--- src/rtl/fpstk_pkg.sv ---
package fpstk_pkg;

    typedef enum logic [2:0] {
        OP_NOP   = 3'd0,
        OP_PUSH  = 3'd1,
        OP_POP   = 3'd2,
        OP_READ  = 3'd3,
        OP_OPREG = 3'd4,
        OP_OPPOP = 3'd5
    } stk_op_e;

    typedef enum logic [1:0] {
        OCC_EMPTY   = 2'd0,
        OCC_PARTIAL = 2'd1,
        OCC_FULL    = 2'd2
    } occ_state_e;

    typedef enum logic {
        WSEL_LOAD   = 1'b0,
        WSEL_RESULT = 1'b1
    } wsel_e;

endpackage

--- src/rtl/fpstk_regfile.sv ---
module fpstk_regfile #(
    parameter int WIDTH = 80,
    parameter int DEPTH = 8,
    localparam int PTR_W = $clog2(DEPTH)
) (
    input  logic             clk,
    input  logic             rst_n,
    input  logic             wr_en,
    input  logic [PTR_W-1:0] wr_ptr,
    input  logic [WIDTH-1:0] wr_data,
    input  logic             clr_en,
    input  logic [PTR_W-1:0] clr_ptr,
    input  logic [PTR_W-1:0] ra_ptr,
    input  logic [PTR_W-1:0] rb_ptr,
    output logic [WIDTH-1:0] ra_data,
    output logic [WIDTH-1:0] rb_data,
    output logic [DEPTH-1:0] full_vec
);

    logic [WIDTH-1:0] mem_q [DEPTH];
    logic [DEPTH-1:0] tag_q;

    always_ff @(posedge clk) begin
        for (int s = 0; s < DEPTH; s++) begin
            if (wr_en && wr_ptr == PTR_W'(s)) begin
                mem_q[s] <= wr_data;
            end
        end
    end

    always_ff @(posedge clk) begin
        if (!rst_n) begin
            tag_q <= '0;
        end else begin
            for (int s = 0; s < DEPTH; s++) begin
                if (clr_en && clr_ptr == PTR_W'(s)) begin
                    tag_q[s] <= 1'b0;
                end else if (wr_en && wr_ptr == PTR_W'(s)) begin
                    tag_q[s] <= 1'b1;
                end
            end
        end
    end

    assign ra_data  = mem_q[ra_ptr];
    assign rb_data  = mem_q[rb_ptr];
    assign full_vec = tag_q;

    // a freed slot reads as empty on the next cycle
    assert_clear_empties_R4: assert property (@(posedge clk) disable iff (!rst_n)
        clr_en |=> !full_vec[$past(clr_ptr)]);

    // a written slot, not freed at the same edge, reads as full
    assert_write_fills_R2: assert property (@(posedge clk) disable iff (!rst_n)
        (wr_en && !(clr_en && clr_ptr == wr_ptr)) |=> full_vec[$past(wr_ptr)]);

endmodule

--- src/rtl/fpstk_ctrl.sv ---
module fpstk_ctrl
    import fpstk_pkg::*;
#(
    parameter int WIDTH = 80,
    parameter int DEPTH = 8,
    localparam int PTR_W = $clog2(DEPTH),
    localparam int CNT_W = PTR_W + 1
) (
    input  logic             clk,
    input  logic             rst_n,
    input  logic             op_valid,
    input  logic [2:0]       op_code,
    input  logic [PTR_W-1:0] st_idx,
    input  logic [WIDTH-1:0] ld_data,
    input  logic [WIDTH-1:0] res_data,
    input  logic [DEPTH-1:0] full_vec,
    input  logic [WIDTH-1:0] ra_data,
    input  logic [WIDTH-1:0] rb_data,
    output logic             wr_en,
    output logic [PTR_W-1:0] wr_ptr,
    output logic [WIDTH-1:0] wr_data,
    output logic             clr_en,
    output logic [PTR_W-1:0] clr_ptr,
    output logic [PTR_W-1:0] ra_ptr,
    output logic [PTR_W-1:0] rb_ptr,
    output logic [WIDTH-1:0] rd_data,
    output logic             rd_valid,
    output logic             stk_overflow,
    output logic             stk_underflow,
    output logic [PTR_W-1:0] top_ptr
);

    localparam logic [PTR_W-1:0] PTR_ONE  = PTR_W'(1);
    localparam logic [CNT_W-1:0] CNT_ONE  = CNT_W'(1);
    localparam logic [CNT_W-1:0] CNT_LAST = CNT_W'(DEPTH - 1);

    occ_state_e       occ_q, occ_d;
    logic [CNT_W-1:0] cnt_q, cnt_d;
    logic [PTR_W-1:0] top_q, top_d;
    logic [PTR_W-1:0] push_ptr;
    logic             a_full, b_full;
    logic             push_ok, pop_ok;
    logic             ovf_d, unf_d, rdv_d;
    logic             rd_from_b;
    wsel_e            wsel;
    logic [WIDTH-1:0] rd_q;
    logic             ovf_q, unf_q, rdv_q;

    assign ra_ptr   = top_q;
    assign rb_ptr   = top_q + st_idx;
    assign push_ptr = top_q - PTR_ONE;
    assign a_full   = full_vec[ra_ptr];
    assign b_full   = full_vec[rb_ptr];
    assign wr_data  = (wsel == WSEL_RESULT) ? res_data : ld_data;

    // State register for the occupancy machine and its counters
    always_ff @(posedge clk) begin
        if (!rst_n) begin
            occ_q <= OCC_EMPTY;
            cnt_q <= '0;
            top_q <= '0;
        end else begin
            occ_q <= occ_d;
            cnt_q <= cnt_d;
            top_q <= top_d;
        end
    end

    // Next-state logic of the occupancy machine
    always_comb begin
        occ_d = occ_q;
        cnt_d = cnt_q;
        if (push_ok) begin
            cnt_d = cnt_q + CNT_ONE;
        end else if (pop_ok) begin
            cnt_d = cnt_q - CNT_ONE;
        end
        unique case (occ_q)
            OCC_EMPTY: begin
                if (push_ok) occ_d = OCC_PARTIAL;
            end
            OCC_PARTIAL: begin
                if (push_ok && cnt_q == CNT_LAST) occ_d = OCC_FULL;
                else if (pop_ok && cnt_q == CNT_ONE) occ_d = OCC_EMPTY;
            end
            OCC_FULL: begin
                if (pop_ok) occ_d = OCC_PARTIAL;
            end
            default: occ_d = OCC_EMPTY;
        endcase
    end

    // Operation decode: write, free and pointer actions plus flags
    always_comb begin
        wr_en     = 1'b0;
        wr_ptr    = rb_ptr;
        wsel      = WSEL_RESULT;
        clr_en    = 1'b0;
        clr_ptr   = ra_ptr;
        top_d     = top_q;
        push_ok   = 1'b0;
        pop_ok    = 1'b0;
        ovf_d     = 1'b0;
        unf_d     = 1'b0;
        rdv_d     = 1'b0;
        rd_from_b = 1'b0;
        if (op_valid) begin
            unique case (op_code)
                OP_PUSH: begin
                    if (occ_q == OCC_FULL) begin
                        ovf_d = 1'b1;
                    end else begin
                        wr_en   = 1'b1;
                        wr_ptr  = push_ptr;
                        wsel    = WSEL_LOAD;
                        top_d   = push_ptr;
                        push_ok = 1'b1;
                    end
                end
                OP_POP: begin
                    if (!a_full) begin
                        unf_d = 1'b1;
                    end else begin
                        rdv_d  = 1'b1;
                        clr_en = 1'b1;
                        top_d  = top_q + PTR_ONE;
                        pop_ok = 1'b1;
                    end
                end
                OP_READ: begin
                    if (!b_full) begin
                        unf_d = 1'b1;
                    end else begin
                        rdv_d     = 1'b1;
                        rd_from_b = 1'b1;
                    end
                end
                OP_OPREG: begin
                    if (!(a_full && b_full)) begin
                        unf_d = 1'b1;
                    end else begin
                        wr_en = 1'b1;
                    end
                end
                OP_OPPOP: begin
                    if (!(a_full && b_full)) begin
                        unf_d = 1'b1;
                    end else begin
                        wr_en  = 1'b1;
                        clr_en = 1'b1;
                        top_d  = top_q + PTR_ONE;
                        pop_ok = 1'b1;
                    end
                end
                default: begin
                end
            endcase
        end
    end

    // Registered outputs
    always_ff @(posedge clk) begin
        if (!rst_n) begin
            ovf_q <= 1'b0;
            unf_q <= 1'b0;
            rdv_q <= 1'b0;
            rd_q  <= '0;
        end else begin
            ovf_q <= ovf_d;
            unf_q <= unf_d;
            rdv_q <= rdv_d;
            if (rdv_d) rd_q <= rd_from_b ? rb_data : ra_data;
        end
    end

    assign rd_data       = rd_q;
    assign rd_valid      = rdv_q;
    assign stk_overflow  = ovf_q;
    assign stk_underflow = unf_q;
    assign top_ptr       = top_q;

    // the full state agrees with the tag vector
    assert_full_state_tags_R3: assert property (@(posedge clk) disable iff (!rst_n)
        (occ_q == OCC_FULL) |-> (&full_vec));

    // the empty state agrees with the tag vector
    assert_empty_state_tags_R1: assert property (@(posedge clk) disable iff (!rst_n)
        (occ_q == OCC_EMPTY) |-> (full_vec == '0));

    // a push onto a free slot never overflows
    assert_no_overflow_R3: assert property (@(posedge clk) disable iff (!rst_n)
        (op_valid && op_code == OP_PUSH && !full_vec[top_q - PTR_ONE]) |=> !stk_overflow);

    // a push either overflows or moves TOP down by one
    assert_push_moves_top_R2: assert property (@(posedge clk) disable iff (!rst_n)
        (op_valid && op_code == OP_PUSH) |=>
            (stk_overflow || top_ptr == $past(top_ptr) - PTR_ONE));

    // op-with-pop either underflows or moves TOP up by one
    assert_oppop_moves_top_R9: assert property (@(posedge clk) disable iff (!rst_n)
        (op_valid && op_code == OP_OPPOP) |=>
            (stk_underflow || top_ptr == $past(top_ptr) + PTR_ONE));

    // an underflow leaves TOP where it was
    assert_underflow_holds_top_R5: assert property (@(posedge clk) disable iff (!rst_n)
        stk_underflow |-> $stable(top_ptr));

    // at most one result flag per operation
    assert_flags_exclusive_R12: assert property (@(posedge clk) disable iff (!rst_n)
        $onehot0({stk_overflow, stk_underflow, rd_valid}));

    // no strobe, no flag on the next cycle
    assert_idle_quiet_R11: assert property (@(posedge clk) disable iff (!rst_n)
        !op_valid |=> !(stk_overflow || stk_underflow || rd_valid));

endmodule

--- src/rtl/fp_reg_stack.sv ---
module fp_reg_stack #(
    parameter int WIDTH = 80,
    parameter int DEPTH = 8,
    localparam int PTR_W = $clog2(DEPTH)
) (
    input  logic             clk,
    input  logic             rst_n,
    input  logic             op_valid,
    input  logic [2:0]       op_code,
    input  logic [PTR_W-1:0] st_idx,
    input  logic [WIDTH-1:0] ld_data,
    input  logic [WIDTH-1:0] res_data,
    output logic [WIDTH-1:0] opa_data,
    output logic [WIDTH-1:0] opb_data,
    output logic [WIDTH-1:0] rd_data,
    output logic             rd_valid,
    output logic             stk_overflow,
    output logic             stk_underflow,
    output logic [PTR_W-1:0] top_ptr,
    output logic [DEPTH-1:0] slot_full
);

    logic             wr_en, clr_en;
    logic [PTR_W-1:0] wr_ptr, clr_ptr, ra_ptr, rb_ptr;
    logic [WIDTH-1:0] wr_data, ra_data, rb_data;
    logic [DEPTH-1:0] full_vec;

    fpstk_ctrl #(.WIDTH(WIDTH), .DEPTH(DEPTH)) u_ctrl (
        .clk           (clk),
        .rst_n         (rst_n),
        .op_valid      (op_valid),
        .op_code       (op_code),
        .st_idx        (st_idx),
        .ld_data       (ld_data),
        .res_data      (res_data),
        .full_vec      (full_vec),
        .ra_data       (ra_data),
        .rb_data       (rb_data),
        .wr_en         (wr_en),
        .wr_ptr        (wr_ptr),
        .wr_data       (wr_data),
        .clr_en        (clr_en),
        .clr_ptr       (clr_ptr),
        .ra_ptr        (ra_ptr),
        .rb_ptr        (rb_ptr),
        .rd_data       (rd_data),
        .rd_valid      (rd_valid),
        .stk_overflow  (stk_overflow),
        .stk_underflow (stk_underflow),
        .top_ptr       (top_ptr)
    );

    fpstk_regfile #(.WIDTH(WIDTH), .DEPTH(DEPTH)) u_regs (
        .clk      (clk),
        .rst_n    (rst_n),
        .wr_en    (wr_en),
        .wr_ptr   (wr_ptr),
        .wr_data  (wr_data),
        .clr_en   (clr_en),
        .clr_ptr  (clr_ptr),
        .ra_ptr   (ra_ptr),
        .rb_ptr   (rb_ptr),
        .ra_data  (ra_data),
        .rb_data  (rb_data),
        .full_vec (full_vec)
    );

    assign opa_data  = ra_data;
    assign opb_data  = rb_data;
    assign slot_full = full_vec;

endmodule

--- config.mk ---
export PLATFORM = sky130hd
export DESIGN_NAME = fp_reg_stack
export DESIGN_NICKNAME = d
export VERILOG_FILES = /design/src/rtl/fpstk_pkg.sv /design/src/rtl/fpstk_regfile.sv /design/src/rtl/fpstk_ctrl.sv /design/src/rtl/fp_reg_stack.sv
export SDC_FILE = /design/constraint.sdc
export NUM_CORES = 1
export LEC_CHECK = 0
export ABC_CLOCK_PERIOD_IN_PS = 9900
export BUFFER_PORTS_ARGS = -buffer_cell sky130_fd_sc_hd__buf_4
export CORE_MARGIN = 4
export CORE_UTILIZATION = 59
export CTS_BUF_LIST = sky130_fd_sc_hd__clkbuf_4 sky130_fd_sc_hd__clkbuf_8 sky130_fd_sc_hd__clkbuf_16
export CTS_CLUSTER_DIAMETER = 150
export DETAILED_ROUTE_END_ITERATION = 16
export PLACE_DENSITY = 0.87
export SYNTH_ARGS = -nofsm -noshare
export SYNTH_HDL_FRONTEND = slang
export SYNTH_SLANG_ARGS = --single-unit
--- constraint.sdc ---
create_clock -name clk -period 9.9 [get_ports clk]
set_input_delay 1.485 -clock clk [delete_from_list [all_inputs] [get_ports clk]]
set_output_delay 1.485 -clock clk [all_outputs]
set_load 0.03 [all_outputs]
### Word level (Yosys, flattened, before mapping)

Memories as Yosys holds them, arrays and structs flattened. A register that Yosys moved wholly into a read port is not among the register bits.
Index checks and enable logic that the tools add are counted.
W data, S select, Z words.

* add/subtract/negate cells: 5
* magnitude comparators: 2
* equal/unequal tests: 29
* reductions and logical operators: 44
* bitwise operators: 1
* multiplexer cells: 80

Operator list (number)
* $mux W80: 9
* $reduce_or A80 Y1: 7
* $mux W3: 15
* $mux W1: 42
* $eq A3 B3 Y1 const B: 10
* $logic_and A1 B1 Y1: 19
* $eq A3 B2 Y1 const B: 6
* $reduce_or A2 Y1: 9
* $eq A3 B1 Y1 const B: 3
* $pmux W3 S3: 1
* $lt A3 B4 Y1 const B: 2
* $mux W2: 4
* $mux W4: 2
* $ne A2 B1 Y1 const B: 4
* $bmux W1 S3: 2
* $logic_not A3 Y1: 2
* $pmux W1 S2: 3
* $pmux W2 S3: 1
* $reduce_and A3 Y1: 2
* $reduce_and A5 Y1: 1
* $add A4 B1 Y4 const B: 1
* $eq A4 B1 Y1 const B: 1
* $eq A4 B3 Y1 const B: 1
* $sub A4 B1 Y4 const B: 1
* other kinds (13): 13

* RAM bits: 640
* output and inout port bits: 254
* bits in registers: 100
* input port bits: 169
* memories kept: 1

Memory list
* u_regs.mem_q: words 8, bits a word 80, rd ports 2, clocked after Yosys merged registers in 1, write ports 1, line fpstk_regfile.sv:20 `logic [WIDTH-1:0] mem_q [DEPTH];`

### Longest topological paths before layout

* word-level depth: 18
* depth in mapped cells: 11
* mapped depth without buffers: 8

### Hierarchy

From an unflattened synthesis, not the netlist that was laid out.

* cell total of the unflattened synthesis: 1979
* area, all modules: 34859.7 um^2

Modules (own cells, without submodules)
* fpstk_regfile: area an instance 29134.2 um^2, instances 1, seq. area each 19378.6 um^2, cells each 1241
* fpstk_ctrl: area an instance 5725.5 um^2, instances 1, seq. area each 1841.8 um^2, cells each 738

### Worst setup path after synthesis

OpenSTA, ideal clock, no wires.

* kind: input to register
* start: in st_idx[0]
* end: mem u_regs.mem_q[3][0] (enable)
* data required time: 9.381 ns
* library setup time: 0.519 ns
* arrival: 6.769 ns
* setup slack: 2.612 ns
* cell stages on the path: 9
* cell sequence: ha_1 > inv_1 > fa_1 > xor3_1 > buf_2 > mux2i_2 > nor4_1 > a32oi_1 > nor2_1

* longest elaborated chain between the ends: 18
* elaborated cells on any way between the ends: 63
* classes of those cells: add/sub (1); eq/ne (7); mux (38); reduce/logical (17)

RTL lines
* start: declaration: line fp_reg_stack.sv:10 `input logic [PTR_W-1:0] st_idx,`
* $add A3 B3 Y3 (*): line fpstk_ctrl.sv:50 `assign rb_ptr = top_q + st_idx;`
* $bmux W1 S3: line fpstk_ctrl.sv:53 `assign b_full = full_vec[rb_ptr];`
* $mux W1 (not written as such): line fpstk_ctrl.sv:53
* $logic_and A1 B1 Y1: line fpstk_ctrl.sv:139, fpstk_ctrl.sv:146
* $mux W1: line fpstk_ctrl.sv:139, fpstk_ctrl.sv:146
* $pmux W1 S2: line fpstk_ctrl.sv:108 `unique case (op_code)`
* $mux W1: line fpstk_ctrl.sv:107 `if (op_valid) begin`
* $logic_and A1 B1 Y1: line fpstk_regfile.sv:25 `if (wr_en && wr_ptr == PTR_W'(s)) begin`
* $mux W1: line fpstk_regfile.sv:25
* $mux W1 (not written as such): line fpstk_regfile.sv:26 `mem_q[s] <= wr_data;`
* $reduce_or A80 Y1 (no source line)
* $mux W3 (no source line) or $mux W1 (tied branches) (7 in series)
* end: declaration: line fpstk_regfile.sv:20

Mark *: on every way between the ends. The rest lies on a longest branch, timed or not. The select of a mux whose other input is x is not followed.

### Worst setup path in the final report

* start: in st_idx[0]
* end: out opb_data[32]

* longest elaborated chain between the ends: 2

RTL lines
* $add A3 B3 Y3: line fpstk_ctrl.sv:50
* $mem_v2 Z8 W80
* end: declaration: line fp_reg_stack.sv:14 `output logic [WIDTH-1:0] opb_data,`

Every way passes these cells.

==> results.sh <==
export IMPL_status="completed"
export IMPL_layout_commonest_cell="edfxtp_1"
export IMPL_wl_per_cell_um=28.1
export IMPL_grt_overflow=0
export IMPL_drv_slew=0
export IMPL_cp_end_kind="output port"
export IMPL_route_detailed_drc=0
export IMPL_vias=23483
export IMPL_antenna_found_initial=0
export IMPL_synth_edf_count=640
export IMPL_place_gp_congestion=0.863
export IMPL_dp_cells=3341
export IMPL_fin_tns_setup_ns=0
export IMPL_yosys_warnings=0
export IMPL_layout_common_cells="640 x edfxtp_1, 456 x buf_4, 325 x mux2i_1"
export IMPL_route_antenna_remaining_nets=0
export IMPL_tritoncts="yes"
export IMPL_hold_buffers=0
export IMPL_dr_pass1_iters=5
export IMPL_avgSynthCellArea_um2=15.2
export IMPL_max_slew_margin=0.0770
export IMPL_initial_core_util=0.600
export IMPL_drt_wl_total_um=97900
export IMPL_synth_cell_type_count=50
export IMPL_grt_pass1_wl_um=144000
export IMPL_die_w_um=251
export IMPL_final_min_clock_period_ns=6.83
export IMPL_fin_cells=3479
export IMPL_core_rowCount=88
export IMPL_syn_nets=2467
export IMPL_clkLatencyLatePin_ns=0.62
export IMPL_pin_count=423
export IMPL_cp_arrival_ns=5.34
export IMPL_seq_area_frac_synth=0.611
export IMPL_peakVddDrop_v=0.000125
export IMPL_critPathKind="in2out"
export IMPL_drive_above_1_share=0.316
export IMPL_portBuffers=422
export IMPL_cap_violations=0
export IMPL_grtUsageTotal=0.298
export IMPL_crit_path_max_fanout=56
export IMPL_skew_ns=0.0263
export IMPL_areaGrowthSynthToFinish_pct=18.2
export IMPL_cts_sinks=743
export IMPL_postCtsSetupBuffers=0
export IMPL_hold_viol=0
export IMPL_reg2reg_slack_ns=4.22
export IMPL_grt_max_degree=145
export IMPL_timing_final_crit_share=0.689
export IMPL_crit_required_ns=8.42
export IMPL_post_cts_resized=0
export IMPL_root_buffer="clkbuf_16"
export IMPL_worst_slew_pin_slew_ns=1.38
export IMPL_htreeDepth=3
export IMPL_synth_cells=2286
export IMPL_clkTransAtPathRegs_ns=0.06
export IMPL_grt_pass1_vias=24215
export IMPL_num_nets_final=2834
export IMPL_synthArstFlopShare=0
export IMPL_cp_start_kind="input pin"
export IMPL_dieArea_um2=63000
export IMPL_hold_path_class="reg2reg"
export IMPL_fp_coreArea_um2=58000
export IMPL_clock_path_buffers=3
export IMPL_vias_per_cell=6.75
export IMPL_leakagePower_nw=15.4
export IMPL_setup_viol=0
export IMPL_p_per_area_nw_per_um2=186
export IMPL_drt_iter0_drc=2671
export IMPL_ys_seq_elements=743
export IMPL_fp_dieH_um=251
export IMPL_place_hpwl_um=58200
export IMPL_cts_made_buffers=75
export IMPL_netlist_area_um2=34800
export IMPL_n_antenna_cell=0
export IMPL_grt_setup_unrepaired="false"
export IMPL_synth_ff_type="edfxtp_1"
export IMPL_max_freq_mhz=147
layer usage:
metal	vias up	wire [µm]	share of wire	track usage
met5	-	0	0	0
met3	262	10300	0.11	0.0659
met4	0	3640	0.037	0.124
met1	11817	35200	0.36	0.378
li1	9790	-	-	-
met2	1614	48700	0.50	0.503
area by class of cell:
class                      instances  area (µm²)
sequential                       743       21300
fill                            3462       16900
multi-input combinational       1364       12900
timing repair buffer             457        3440
clock buffer                     104        2160
tap                              765         957
clock inverter                    34         394
inverter                          12        45.0
critical path, stage by stage:
cell     delay (ns)
buf_4          0.08
ha_1           0.13
inv_1          0.05
fa_1           0.42
xor3_4         0.43
buf_4          0.74
buf_4          0.84
mux2i_1        0.23
a22o_1         0.29
nor2_1         0.23
buf_4          0.22
synth_stat cells (2+ instances only):
master / n / area, µm²
nand2_1: 252 / 946
edfxtp_1: 640 / 19200
nor4b_1: 2 / 17.5
a32oi_1: 2 / 17.5
nor2b_1: 87 / 544
ha_1: 11 / 138
nand4_1: 5 / 31.3
a21oi_1: 12 / 60.1
nand3_1: 4 / 20.0
xnor2_1: 4 / 35.0
nand2b_1: 6 / 37.5
o31ai_1: 6 / 45.0
buf_6: 8 / 90.1
mux2_2: 82 / 923
nor2_1: 101 / 379
mux4_2: 162 / 3650
inv_1: 11 / 41.3
o21a_1: 2 / 15.0
o21ai_1: 2 / 10.0
a211oi_1: 6 / 45.0
dfxtp_1: 103 / 2060
mux2i_1: 325 / 3250
a2bb2oi_1: 4 / 35.0
o31a_1: 3 / 26.3
and2_1: 4 / 25.0
a22o_1: 161 / 1410
buf_2: 44 / 220
a221o_1: 80 / 801
clkbuf_1: 89 / 334
a31oi_1: 8 / 50.1
o21ai_0: 8 / 40.0
nor3_1: 8 / 40.0
and3_1: 2 / 12.5
buf_1: 26 / 97.6
power by group:
group / internal, mW / switching [mW] / total [mW]
sequential: 3.43 / 0.0290 / 3.46
clock: 1.72 / 1.19 / 2.91
combinational: 0.502 / 0.791 / 1.29
metrics by stage:
step | power [mW] | setup WS [ns] | utilization | cell area, µm² | hold WS, ns
final | 7.67 | 3.07 | 0.709 | 41200 | 0.486
after detailed placement | 4.80 | 3.22 | 0.665 | 38600 | 0.477
after global placement | 4.77 | 3.37 | 0.665 | 38600 | 0.469
after CTS | 7.68 | 3.19 | 0.709 | 41200 | 0.491
after floorplan | 4.36 | 2.61 | - | 34800 | 0.453
after global routing | 7.89 | 3.00 | 0.709 | 41200 | 0.505
kinds of logic after synthesis:
family	count (synthesis)	share of synthesized area
fa+ha+maj	12	0.00453
xor+xnor	6	0.00194
flops	743	0.611
compound gates	299	0.0746
simple gates	477	0.0604
buf+inv	179	0.0226
mux	570	0.225
sequential cells by signal, indices dropped and copies added (netlist names), named ones only:
register and count:
u_ctrl.cnt_q 4, u_ctrl.occ_q 2, u_regs.full_vec 8, u_ctrl.rd_data 80, u_ctrl.rd_valid 1, u_ctrl.stk_underflow 1, u_ctrl.stk_overflow 1, u_regs.mem_q 640
u_ctrl.clr_ptr 3
worst paths after layout:
check / start / cells past startpoint / end
setup / recovery: st_idx[0] / 11 / opb_data[32]
hold / removal: u_ctrl.rd_data[37] / 1 / u_ctrl.rd_data[37]
setup reg to reg: u_ctrl.clr_ptr[0] / 9 / u_regs.mem_q[7][74]
hold reg to reg: u_ctrl.rd_data[37] / 1 / u_ctrl.rd_data[37]
Note: power is estimated with default switching activity, not from simulation.
